### src/rtl/regcalc_pkg.sv
package regcalc_pkg;
  typedef enum logic [2:0] {
    SEL_PORT1,
    SEL_PORT2,
    SEL_SUM,
    SEL_DIFF,
    SEL_AND
  } dispSel_e;

  typedef struct packed {
    logic     wrEn;
    dispSel_e dispSel;
  } ctrlStrobes_t;
endpackage

### src/rtl/regcalc_ctrl.sv
module regcalc_ctrl
  import regcalc_pkg::*;
(
  input  logic         btnWrite,
  input  logic         btnPort2,
  input  logic         btnSum,
  input  logic         btnDiff,
  input  logic         btnAnd,
  output ctrlStrobes_t strobes
);
  always_comb begin
    strobes.wrEn = btnWrite;
    if (btnPort2)     strobes.dispSel = SEL_PORT2;
    else if (btnSum)  strobes.dispSel = SEL_SUM;
    else if (btnDiff) strobes.dispSel = SEL_DIFF;
    else if (btnAnd)  strobes.dispSel = SEL_AND;
    else              strobes.dispSel = SEL_PORT1;
  end
endmodule

### src/rtl/regcalc_datapath.sv
module regcalc_datapath
  import regcalc_pkg::*;
#(
  parameter int DATA_W = 4,
  parameter int ADDR_W = 3
) (
  input  logic              clk,
  input  logic              rst,
  input  ctrlStrobes_t      strobes,
  input  logic [DATA_W-1:0] wrData,
  input  logic [ADDR_W-1:0] wrAddr,
  input  logic [ADDR_W-1:0] rdAddrA,
  input  logic [ADDR_W-1:0] rdAddrB,
  output logic [DATA_W-1:0] result
);
  localparam int DEPTH = 1 << ADDR_W;

  logic [DATA_W-1:0] regBank [DEPTH];
  logic [DEPTH-1:0]  rowWe;
  logic [DATA_W-1:0] rdA, rdB;

  for (genvar row = 0; row < DEPTH; row++) begin : g_row
    assign rowWe[row] = strobes.wrEn && (wrAddr == ADDR_W'(row));

    always_ff @(posedge clk or posedge rst) begin
      if (rst)             regBank[row] <= '0;
      else if (rowWe[row]) regBank[row] <= wrData;
    end
  end

  assign rdA = regBank[rdAddrA];
  assign rdB = regBank[rdAddrB];

  always_comb begin
    unique case (strobes.dispSel)
      SEL_PORT2: result = rdB;
      SEL_SUM:   result = rdA + rdB;
      SEL_DIFF:  result = rdA - rdB;
      SEL_AND:   result = rdA & rdB;
      default:   result = rdA;
    endcase
  end
endmodule

### src/rtl/regcalc_hex7.sv
module regcalc_hex7 (
  input  logic [3:0] nibble,
  output logic [6:0] segN
);
  always_comb begin
    unique case (nibble)
      4'h0: segN = 7'h40;
      4'h1: segN = 7'h79;
      4'h2: segN = 7'h24;
      4'h3: segN = 7'h30;
      4'h4: segN = 7'h19;
      4'h5: segN = 7'h12;
      4'h6: segN = 7'h02;
      4'h7: segN = 7'h78;
      4'h8: segN = 7'h00;
      4'h9: segN = 7'h10;
      4'hA: segN = 7'h08;
      4'hB: segN = 7'h03;
      4'hC: segN = 7'h46;
      4'hD: segN = 7'h21;
      4'hE: segN = 7'h06;
      default: segN = 7'h0E;
    endcase
  end
endmodule

### src/rtl/regcalc_top.sv
module regcalc_top
  import regcalc_pkg::*;
#(
  parameter int DATA_W     = 4,
  parameter int ADDR_W     = 3,
  parameter int NUM_DIGITS = 8
) (
  input  logic                         clk,
  input  logic                         rstN,
  input  logic [DATA_W+2*ADDR_W-1:0]   slideSw,
  input  logic                         btnWrite,
  input  logic                         btnPort2,
  input  logic                         btnSum,
  input  logic                         btnDiff,
  input  logic                         btnAnd,
  output logic [7:0]                   segOut,
  output logic [NUM_DIGITS-1:0]        digitEn
);
  localparam int ADDR_A_LO = DATA_W;
  localparam int ADDR_B_LO = DATA_W + ADDR_W;

  ctrlStrobes_t      strobes;
  logic [DATA_W-1:0] result;
  logic [6:0]        segN;
  logic              rst;

  assign rst = ~rstN;

  regcalc_ctrl i_ctrl (
    .btnWrite (btnWrite),
    .btnPort2 (btnPort2),
    .btnSum   (btnSum),
    .btnDiff  (btnDiff),
    .btnAnd   (btnAnd),
    .strobes  (strobes)
  );

  regcalc_datapath #(.DATA_W(DATA_W), .ADDR_W(ADDR_W)) i_datapath (
    .clk     (clk),
    .rst     (rst),
    .strobes (strobes),
    .wrData  (slideSw[DATA_W-1:0]),
    .wrAddr  (slideSw[ADDR_A_LO +: ADDR_W]),
    .rdAddrA (slideSw[ADDR_A_LO +: ADDR_W]),
    .rdAddrB (slideSw[ADDR_B_LO +: ADDR_W]),
    .result  (result)
  );

  regcalc_hex7 i_hex7 (
    .nibble (result[3:0]),
    .segN   (segN)
  );

  assign segOut = {1'b1, segN};

  for (genvar dig = 0; dig < NUM_DIGITS; dig++) begin : g_digit
    assign digitEn[dig] = (dig != 0);
  end
endmodule

### config.mk
export PLATFORM = sky130hd
export DESIGN_NAME = regcalc_top
export DESIGN_NICKNAME = d
export VERILOG_FILES = /design/src/rtl/regcalc_pkg.sv /design/src/rtl/regcalc_ctrl.sv /design/src/rtl/regcalc_datapath.sv /design/src/rtl/regcalc_hex7.sv /design/src/rtl/regcalc_top.sv
export SDC_FILE = /design/constraint.sdc
export NUM_CORES = 1
export LEC_CHECK = 0
export ABC_CLOCK_PERIOD_IN_PS = 5530
export BUFFER_PORTS_ARGS = -buffer_cell sky130_fd_sc_hd__buf_2
export CORE_MARGIN = 2
export CORE_UTILIZATION = 55
export DETAILED_ROUTE_END_ITERATION = 16
export PLACE_DENSITY = 0.79
export SETUP_SLACK_MARGIN = 0.15
export SYNTH_ARGS = -nofsm -noshare
export SYNTH_HDL_FRONTEND = slang
export SYNTH_HIERARCHICAL = 1
export SYNTH_SLANG_ARGS = --single-unit
export TNS_END_PERCENT = 1
### constraint.sdc
create_clock -name clk -period 5.53 [get_ports clk]
set_input_delay 0.553 -clock clk [delete_from_list [all_inputs] [get_ports clk]]
set_output_delay 0.553 -clock clk [all_outputs]
set_load 0.005 [all_outputs]
# Word-level counts from Yosys, hierarchy flattened
# Memory sizes are Yosys's and may differ from the RTL's.
# Index checks and enable logic that the tools add are counted.
# W data, S select, Z words.
totals:
  mem_count: 1
  reg_bits: 32
  out_inout_bits: 16
  inputBits: 17
  word_cells: 47
  mem_bits_ro: 112
memory_table:
  columns: ["memory", "words", "width", "read_ports", "rd_ports_with_merged_regs", "wr", "line", "rtl"]
  rows:
  - ["(name not given)", 16, 7, 1, 0, 0, "regcalc_hex7.sv:6", "unique case (nibble)"]
op_classes:
  n_bitwise: 3
  n_reduce_logical: 9
  addsub: 2
  mux: 11
  order_cmp: 2
  n_eq_ne: 11
op_table:
  columns: ["cell", "count"]
  rows:
  - ["$bmux W4 S3", 2]
  - ["$mux W4", 4]
  - ["$pmux W4 S4", 1]
  - ["$eq A3 B3 Y1 const B", 5]
  - ["$eq A3 B2 Y1 const B", 4]
  - ["$mux W3", 4]
  - ["$ge A4 B4 Y1 const B", 2]
  - ["$logic_and A1 B1 Y1", 8]
  - ["$not A3 Y4", 2]
  - ["$eq A3 B1 Y1 const B", 2]
  - ["$add A4 B4 Y4", 1]
  - ["$and A4 B4 Y4", 1]
  - ["$sub A4 B4 Y4", 1]
  - ["$logic_not A3 Y1", 1]

# Depth between registers and ports, before layout
# Gate-level depths: netlist of run 1.
# An unclocked memory read counts as a cell.
depth:
  depth_word: 7
  mapped_depth: 18
  ltp_nobuf: 17

# Modules after synthesis
# Netlist of run 1, hierarchy kept.
modules_own_cells:
  columns: ["module", "cells_each", "seq_area_each_um2", "area_each_um2", "n_inst"]
  rows:
  - ["regcalc_datapath", 155, 800.8, 2064.5, 1]
  - ["regcalc_hex7", 35, 0.0, 270.3, 1]
  - ["regcalc_top", 12, 0.0, 78.8, 1]
  - ["regcalc_ctrl", 6, 0.0, 42.5, 1]

# Worst setup path before layout of run 1
# OpenSTA, ideal clock, no wires.
synth_timing:
  kind: "in2out"
  startpoint: "input slideSw[9]"
  endpoint: "output segOut[3]"
  n_path_buf: 1
  stages: 13
  arrival_time_ns: 3.853
  setup_slack_ns: 1.124
  t_required_ns: 4.977
  cell_sequence: "buf_2 > mux4_2 > mux2i_1 > ha_1 > nand2_1 > o21ai_1 > fa_1 > a22o_1 > a21oi_1 > inv_1 > ha_1 > inv_1 > mux4_2"
synth_via:
  elab_chain_cells: 7
  elab_cells_between_ends: 9
  classes_between: "2 x add/sub; 4 x mux; 2 x bitwise; 1 x memory"
synth_rtl:
  columns: ["item", "line", "rtl"]
  rows:
  - ["start, declared", "regcalc_top.sv:10", "input logic [DATA_W+2*ADDR_W-1:0] slideSw,"]
  - ["$not A3 Y4 (implied by the code) *", "regcalc_datapath.sv:32", "assign rdB = regBank[rdAddrB];"]
  - ["$bmux W4 S3 *", "regcalc_datapath.sv:32", null]
  - ["$mux W4 (implied by the code) * (2 in series)", "regcalc_datapath.sv:32", null]
  - ["$sub A4 B4 Y4 (tied with other cells)", "regcalc_datapath.sv:38", "SEL_DIFF: result = rdA - rdB;"]
  - ["$pmux W4 S4 *", "regcalc_datapath.sv:35", "unique case (strobes.dispSel)"]
  - ["via result[1]", "regcalc_top.sv:23", "logic [DATA_W-1:0] result;"]
  - ["$mem_v2 Z16 W7 *", null, null]
  - ["end, declared", "regcalc_top.sv:16", "output logic [7:0] segOut,"]
# The timed path passes the listed nets; every way through them passes the cells marked *. The select of a mux whose other input is x is not followed.

# Worst setup path in the final report of run 1
# Same ends and word-level chain as after synthesis.

==> results of run 1 <==
[routing by layer]
| layer | up-vias | GRT usage | routed length [µm] |
|---|---|---|---|
| met5 | - | 0 | 0 |
| met4 | 0 | 0.0734 | 69 |
| met3 | 7 | 0.0328 | 206 |
| met2 | 41 | 0.332 | 2240 |
| met1 | 812 | 0.307 | 2170 |
| li1 | 792 | - | - |
[layout make-up]
type	count	area, µm²
clock buffers	8	90.1
fillers	354	1690
inverters	14	52.6
multi-input cells	149	1480
flip-flops and latches	32	801
well taps	52	65.1
repair buffers	26	138
[Yosys cell counts (2+ instances only)]
cell type and n:
o21ai_0 4, buf_4 10, clkbuf_1 4, nor3b_1 2, conb_1 2, mux2i_1 10, a22o_1 2, dfrtp_1 32
xor2_1 3, nand2_1 7, nand3b_1 2, ha_1 12, nand4b_1 3, mux4_2 17, o21ai_1 5, buf_2 2
inv_1 13, nor3_1 2, mux2_2 33, mux2i_2 2, buf_6 4, nand2b_1 2, a21oi_1 11, a21o_1 2
nor2_1 10
[metrics by stage]
step | total power (W) | instances | util
global route | 0.00109 | 281 | 0.608
finish | 0.00100 | 281 | 0.608
global placement | 0.000807 | 273 | 0.587
floorplan | 0.000713 | 215 | -
CTS | 0.00101 | 281 | 0.608
detailed placement | 0.000826 | 273 | 0.587
[power breakdown]
group          switching (W)  leakage [nW]  internal (W)
clock network      0.0000783        0.0455      0.000101
registers          0.0000433         0.384      0.000286
logic               0.000231         0.771      0.000261
[cells in the final DEF, fill, tap and decap left out, types with 2 or more instances in the layout]
master and n:
nor3b_1 2, nand4b_1 3, inv_1 13, xor2_1 3, a21o_1 2, mux2_2 33, clkbuf_1 2, o21ai_1 5
o21ai_0 4, nand3b_1 2, nand2b_1 2, mux2i_1 10, nor2_1 10, nor3_1 2, mux2i_2 2, clkbuf_8 6
mux4_2 17, conb_1 9, buf_2 23, buf_4 3, nand2_1 7, dfrtp_1 32, ha_1 12, a22o_1 2
a21oi_1 11
[worst min-delay path by stage]
| stage | from | end | slack (ps) | cells after the start |
|---|---|---|---|---|
| after floorplan | i_datapath/regBank[16]$_DFFE_PP0P_ | i_datapath/regBank[16]$_DFFE_PP0P_ | 490 | 1 |
| after global placement | i_datapath/regBank[21]$_DFFE_PP0P_ | i_datapath/regBank[21]$_DFFE_PP0P_ | 510 | 1 |
| after detailed placement | i_datapath/regBank[21]$_DFFE_PP0P_ | i_datapath/regBank[21]$_DFFE_PP0P_ | 520 | 1 |
| after CTS | rstN | i_datapath/regBank[11]$_DFFE_PP0P_ | 350 | 4 |
| after global routing | rstN | i_datapath/regBank[15]$_DFFE_PP0P_ | 380 | 4 |
| final | rstN | i_datapath/regBank[11]$_DFFE_PP0P_ | 350 | 4 |
[logic make-up after synthesis]
family / Yosys count / synth area share
AND/OR/NAND/NOR: 31 / 0.0688
multiplexers: 62 / 0.359
flip-flops: 32 / 0.326
AO/OA/AOI/OAI: 30 / 0.0734
XOR/XNOR: 4 / 0.0199
adder cells (fa/ha/maj): 13 / 0.0693
other: 2 / 0.00306
buffers and inverters: 34 / 0.0805
==> impl_metrics.tcl, run 1 <==
set metrics [dict create \
    status "finished clean" \
    synth_cell_types 37 \
    synth_ff_type "dfrtp_1" \
    synth_edf_count 0 \
    nNetsFinal 258 \
    largest_reg_flops 32 \
    drive_above_1_share 0.380 \
    arrival_ps 4280 \
    postCtsSetupRepairBufs 0 \
    finalHoldViolCount 0 \
    ys_seq_area_frac 0.326 \
    syn_area_um2 2460 \
    slew_headroom 0.466 \
    syn2layout_area_growth_pct 7.08 \
    die_y_um 70.8 \
    grt_pass1_vias 1719 \
    post-place-ws_ps 671 \
    post_cts_resized 0 \
    rows 24 \
    ff2ff_setup_slack_ps 4720 \
    syn_avg_cell_area_um2 11.8 \
    setup.worst_path.end "segOut[3]" \
    yosysWarnings 6 \
    die-area_um2 5020 \
    worst-path-stages 14 \
    antenna_found_initial 0 \
    root_buffer "clkbuf_8" \
    cts-buffers-inserted 5 \
    clk_latency_ps 280 \
    rsz0062_at_grt "false" \
    max-cap-violations 0 \
    grtUsageTotal 0.213 \
    slowest_delay_ps 520 \
    dp_hpwl_mm 3.65 \
    synth_top_cell_by_area "dfrtp_1" \
    finalSetupTns_ps 0 \
    start_util 0.568 \
    worstPathRequired_ps 4980 \
    clk_path_buf_depth 2 \
    placed_area_um2 2540 \
    cts_tree "yes" \
    wl_per_cell_um 16.7 \
    drc_errors 0 \
    regMostFlops "i_datapath/regBank" \
    synth_area_leaders "dfrtp_1, mux4_2, mux2_2" \
    r2r_cells 1 \
    cts.htree.levels 2 \
    synth_cells 208 \
    first_pass_iters 4 \
    rr_startpoint "i_datapath/regBank[1]$_DFFE_PP0P_" \
    synth_top_area_share 0.326 \
    setup_viol 0 \
    critPathBufInv 4 \
    clock_skew_ps 0 \
    largestRegisters "i_datapath/regBank: 32 flops" \
    grt_first_pass_wirelength_mm 8.35 \
    critPathMaxFanout 7 \
    leakagePower_nw 1.20 \
    max_freq_ghz 0.207 \
    slew_violations 0 \
    fin_ws_ps 696 \
    drt_iter0_drc 51 \
    ys_seq_elements 32 \
    vdd_drop_max_mv 0.211 \
    ys_async_sr_fraction 1.00 \
    via_per_inst 5.88 \
    cp_top_family "multiplexers" \
    holdCritPathClass "in2async" \
    io_buffers 23 \
    holdBufCountCts 0 \
    cellPowerDensity_nw_per_um2 381 \
    grt_max_degree 33 \
    startpoint "slideSw[9]" \
    cts_sinks 32 \
    ant_nets 0 \
    core-area_um2 4320 \
    vias 1652 \
    ios 33 \
    clkSlewWorstSetupHoldPaths_ps 60 \
    hold-worst-slack_ps 347 \
    crit_path_end_kind "output port" \
    period_minus_slack_ps 4830 \
    worstMarginPinSlew_ps 800 \
    crit_path_cell_trace "buf_2 > mux4_2 > mux2i_1 > ha_1 > nand2_1 > o21ai_1 > fa_1 > a22o_1 > a21oi_1 > inv_1 > ha_1 > inv_1 > mux4_2 > buf_2" \
    die_x_um 70.8 \
    routed_wl_mm 4.69 \
    finalCritPeriodShare 0.874 \
    critPathLaunchType "input pin" \
    place_congestion 0.834 \
    antennaDiodeCount 0 \
    stdcell_area_um2 2630 \
    overflow 0 \
    cpMaxStageDelayCell "mux4_2" \
    r2r-end "i_datapath/regBank[1]$_DFFE_PP0P_" \
    worstSetupPathType "in2out" \
]
Note: power is estimated with default switching activity, not from simulation.
==> run 2, diff against run 1 <==
--- a/config.mk
+++ b/config.mk
@@ -5,7 +5,7 @@
 export SDC_FILE = /design/constraint.sdc
 export NUM_CORES = 1
 export LEC_CHECK = 0
-export ABC_CLOCK_PERIOD_IN_PS = 5530
+export ABC_CLOCK_PERIOD_IN_PS = 5300
 export BUFFER_PORTS_ARGS = -buffer_cell sky130_fd_sc_hd__buf_2
 export CORE_MARGIN = 2
 export CORE_UTILIZATION = 55
==> constraint.sdc (replaced) <==
create_clock -name clk -period 5.3 [get_ports clk]
set_input_delay 0.53 -clock clk [delete_from_list [all_inputs] [get_ports clk]]
set_output_delay 0.53 -clock clk [all_outputs]
set_load 0.005 [all_outputs]
==> run 2 against run 1 <==
Sequential share of layout area stayed put. Largest power group unchanged. Combinational power is 4% higher. Clock-buffer cell count stayed put. Critical path depth stayed put. Sequential power is 5% higher. Routed wire length is 2.2% lower. Register-to-register slack worse by 230 ps. Clock power is 4% higher. Flip-flop and latch count stayed put. Via count is 0.12% lower.
==> impl_metrics.tcl, run 2 (same netlist as run 1, synthesis figures left out) <==
set metrics [dict create \
    status "finished clean" \
    ios 33 \
    crit_path_cell_trace "buf_2 > mux4_2 > mux2i_1 > ha_1 > nand2_1 > o21ai_1 > fa_1 > a22o_1 > a21oi_1 > inv_1 > ha_1 > inv_1 > mux4_2 > buf_2" \
    multi_input_area_um2 1480 \
    cts.htree.levels 2 \
    slew_headroom 0.478 \
    cpMaxStageDelayCell "mux4_2" \
    drc_errors 0 \
    io_buffers 23 \
    first_pass_iters 4 \
    cts_tree "yes" \
    rows 24 \
    fin_ws_ps 509 \
    stdcell_area_um2 2630 \
    largest_reg_flops 32 \
    vias 1650 \
    post_cts_resized 0 \
    cts-buffers-inserted 5 \
    finalHoldViolCount 0 \
    syn2layout_area_growth_pct 7.08 \
    rr_startpoint "i_datapath/regBank[1]$_DFFE_PP0P_" \
    final_common_cell "mux2_2" \
    max-cap-violations 0 \
    finalCritPeriodShare 0.904 \
    grt_pass1_vias 1647 \
    start_util 0.568 \
    period_minus_slack_ps 4790 \
    overflow 0 \
    rsz0062_at_grt "false" \
    clkSlewWorstSetupHoldPaths_ps 60 \
    nNetsFinal 258 \
    ant_nets 0 \
    setup_viol 0 \
    worst-path-stages 14 \
    placed_area_um2 2540 \
    cp_top_family "multiplexers" \
    wl_per_cell_um 16.3 \
    place_congestion 0.833 \
    regMostFlops "i_datapath/regBank" \
    grt_max_degree 33 \
    holdCritPathClass "in2async" \
    ff2ff_setup_slack_ps 4490 \
    routed_wl_mm 4.58 \
    drt_iter0_drc 42 \
    clk_latency_ps 280 \
    die_x_um 70.8 \
    finalSetupTns_ps 0 \
    critPathLaunchType "input pin" \
    drive_above_1_share 0.380 \
    slew_violations 0 \
    startpoint "slideSw[9]" \
    dp_hpwl_mm 3.59 \
    leakagePower_nw 1.20 \
    clock_skew_ps 0 \
    post-place-ws_ps 489 \
    r2r-end "i_datapath/regBank[1]$_DFFE_PP0P_" \
    antennaDiodeCount 0 \
    worstMarginPinSlew_ps 778 \
    cellPowerDensity_nw_per_um2 397 \
    antenna_found_initial 0 \
    grtUsageTotal 0.209 \
    die_y_um 70.8 \
    final_cell_mix "mux2_2, dfrtp_1, buf_2" \
    core-area_um2 4320 \
    grt_first_pass_wirelength_mm 8.16 \
    max_freq_ghz 0.209 \
    critPathBufInv 4 \
    critPathMaxFanout 7 \
    setup.worst_path.end "segOut[3]" \
    worstPathRequired_ps 4770 \
    postCtsSetupRepairBufs 0 \
    largestRegisters "i_datapath/regBank: 32 flops" \
    slowest_delay_ps 520 \
    cts_sinks 32 \
    via_per_inst 5.87 \
    arrival_ps 4260 \
    holdBufCountCts 0 \
    r2r_cells 1 \
    crit_path_end_kind "output port" \
    clk_path_buf_depth 2 \
    die-area_um2 5020 \
    fill_cells 358 \
    root_buffer "clkbuf_8" \
    vdd_drop_max_mv 0.222 \
    worstSetupPathType "in2out" \
    regArea_um2 801 \
]
==> run 2: worst min-delay path by stage <==
| stage | startpoint | to | slack, ps |
|---|---|---|---|
| after global routing | rstN | i_datapath/regBank[15]$_DFFE_PP0P_ | 380 |
| after detailed placement | i_datapath/regBank[21]$_DFFE_PP0P_ | i_datapath/regBank[21]$_DFFE_PP0P_ | 520 |
| final | rstN | i_datapath/regBank[23]$_DFFE_PP0P_ | 320 |
| after floorplan | i_datapath/regBank[16]$_DFFE_PP0P_ | i_datapath/regBank[16]$_DFFE_PP0P_ | 490 |
| after CTS | rstN | i_datapath/regBank[24]$_DFFE_PP0P_ | 320 |
| after global placement | i_datapath/regBank[21]$_DFFE_PP0P_ | i_datapath/regBank[21]$_DFFE_PP0P_ | 510 |
==> run 2: metal layers <==
metal  vias to the layer above  part of all wire  GRT usage
met3                         6             0.055     0.0299
met1                       803              0.45      0.308
met5                         -                 0          0
met2                        51              0.48      0.320
li1                        790                 -          -
met4                         0             0.014     0.0734
==> run 2: layout make-up <==
class,instances,area share
clock buffers,8,0.0343
inverters,14,0.0200
multi-input cells,149,0.564
flip-flops and latches,32,0.304
well taps,52,0.0247
repair buffers,26,0.0523
==> run 2: per-stage QoR <==
step | utilization | instances | total power (W) | hold slack (ps)
after floorplan | - | 215 | 0.000744 | 491
after global placement | 0.587 | 273 | 0.000842 | 509
after detailed placement | 0.587 | 273 | 0.000862 | 519
after CTS | 0.608 | 281 | 0.00105 | 325
after global routing | 0.608 | 281 | 0.00113 | 379
final | 0.608 | 281 | 0.00104 | 323
==> run 2: power breakdown <==
group | internal (W) | leakage, nW | switching [W] | total (W)
clock | 0.000106 | 0.0455 | 0.0000812 | 0.000187
combinational | 0.000272 | 0.771 | 0.000240 | 0.000512
sequential | 0.000299 | 0.384 | 0.0000457 | 0.000345
total | 0.000677 | 1.20 | 0.000366 | 0.00104
==> run 2: tightest hold or removal path, cell delays in order <==
cell and delay (ps):
buf_2 70, inv_1 30, inv_1 40, buf_4 350
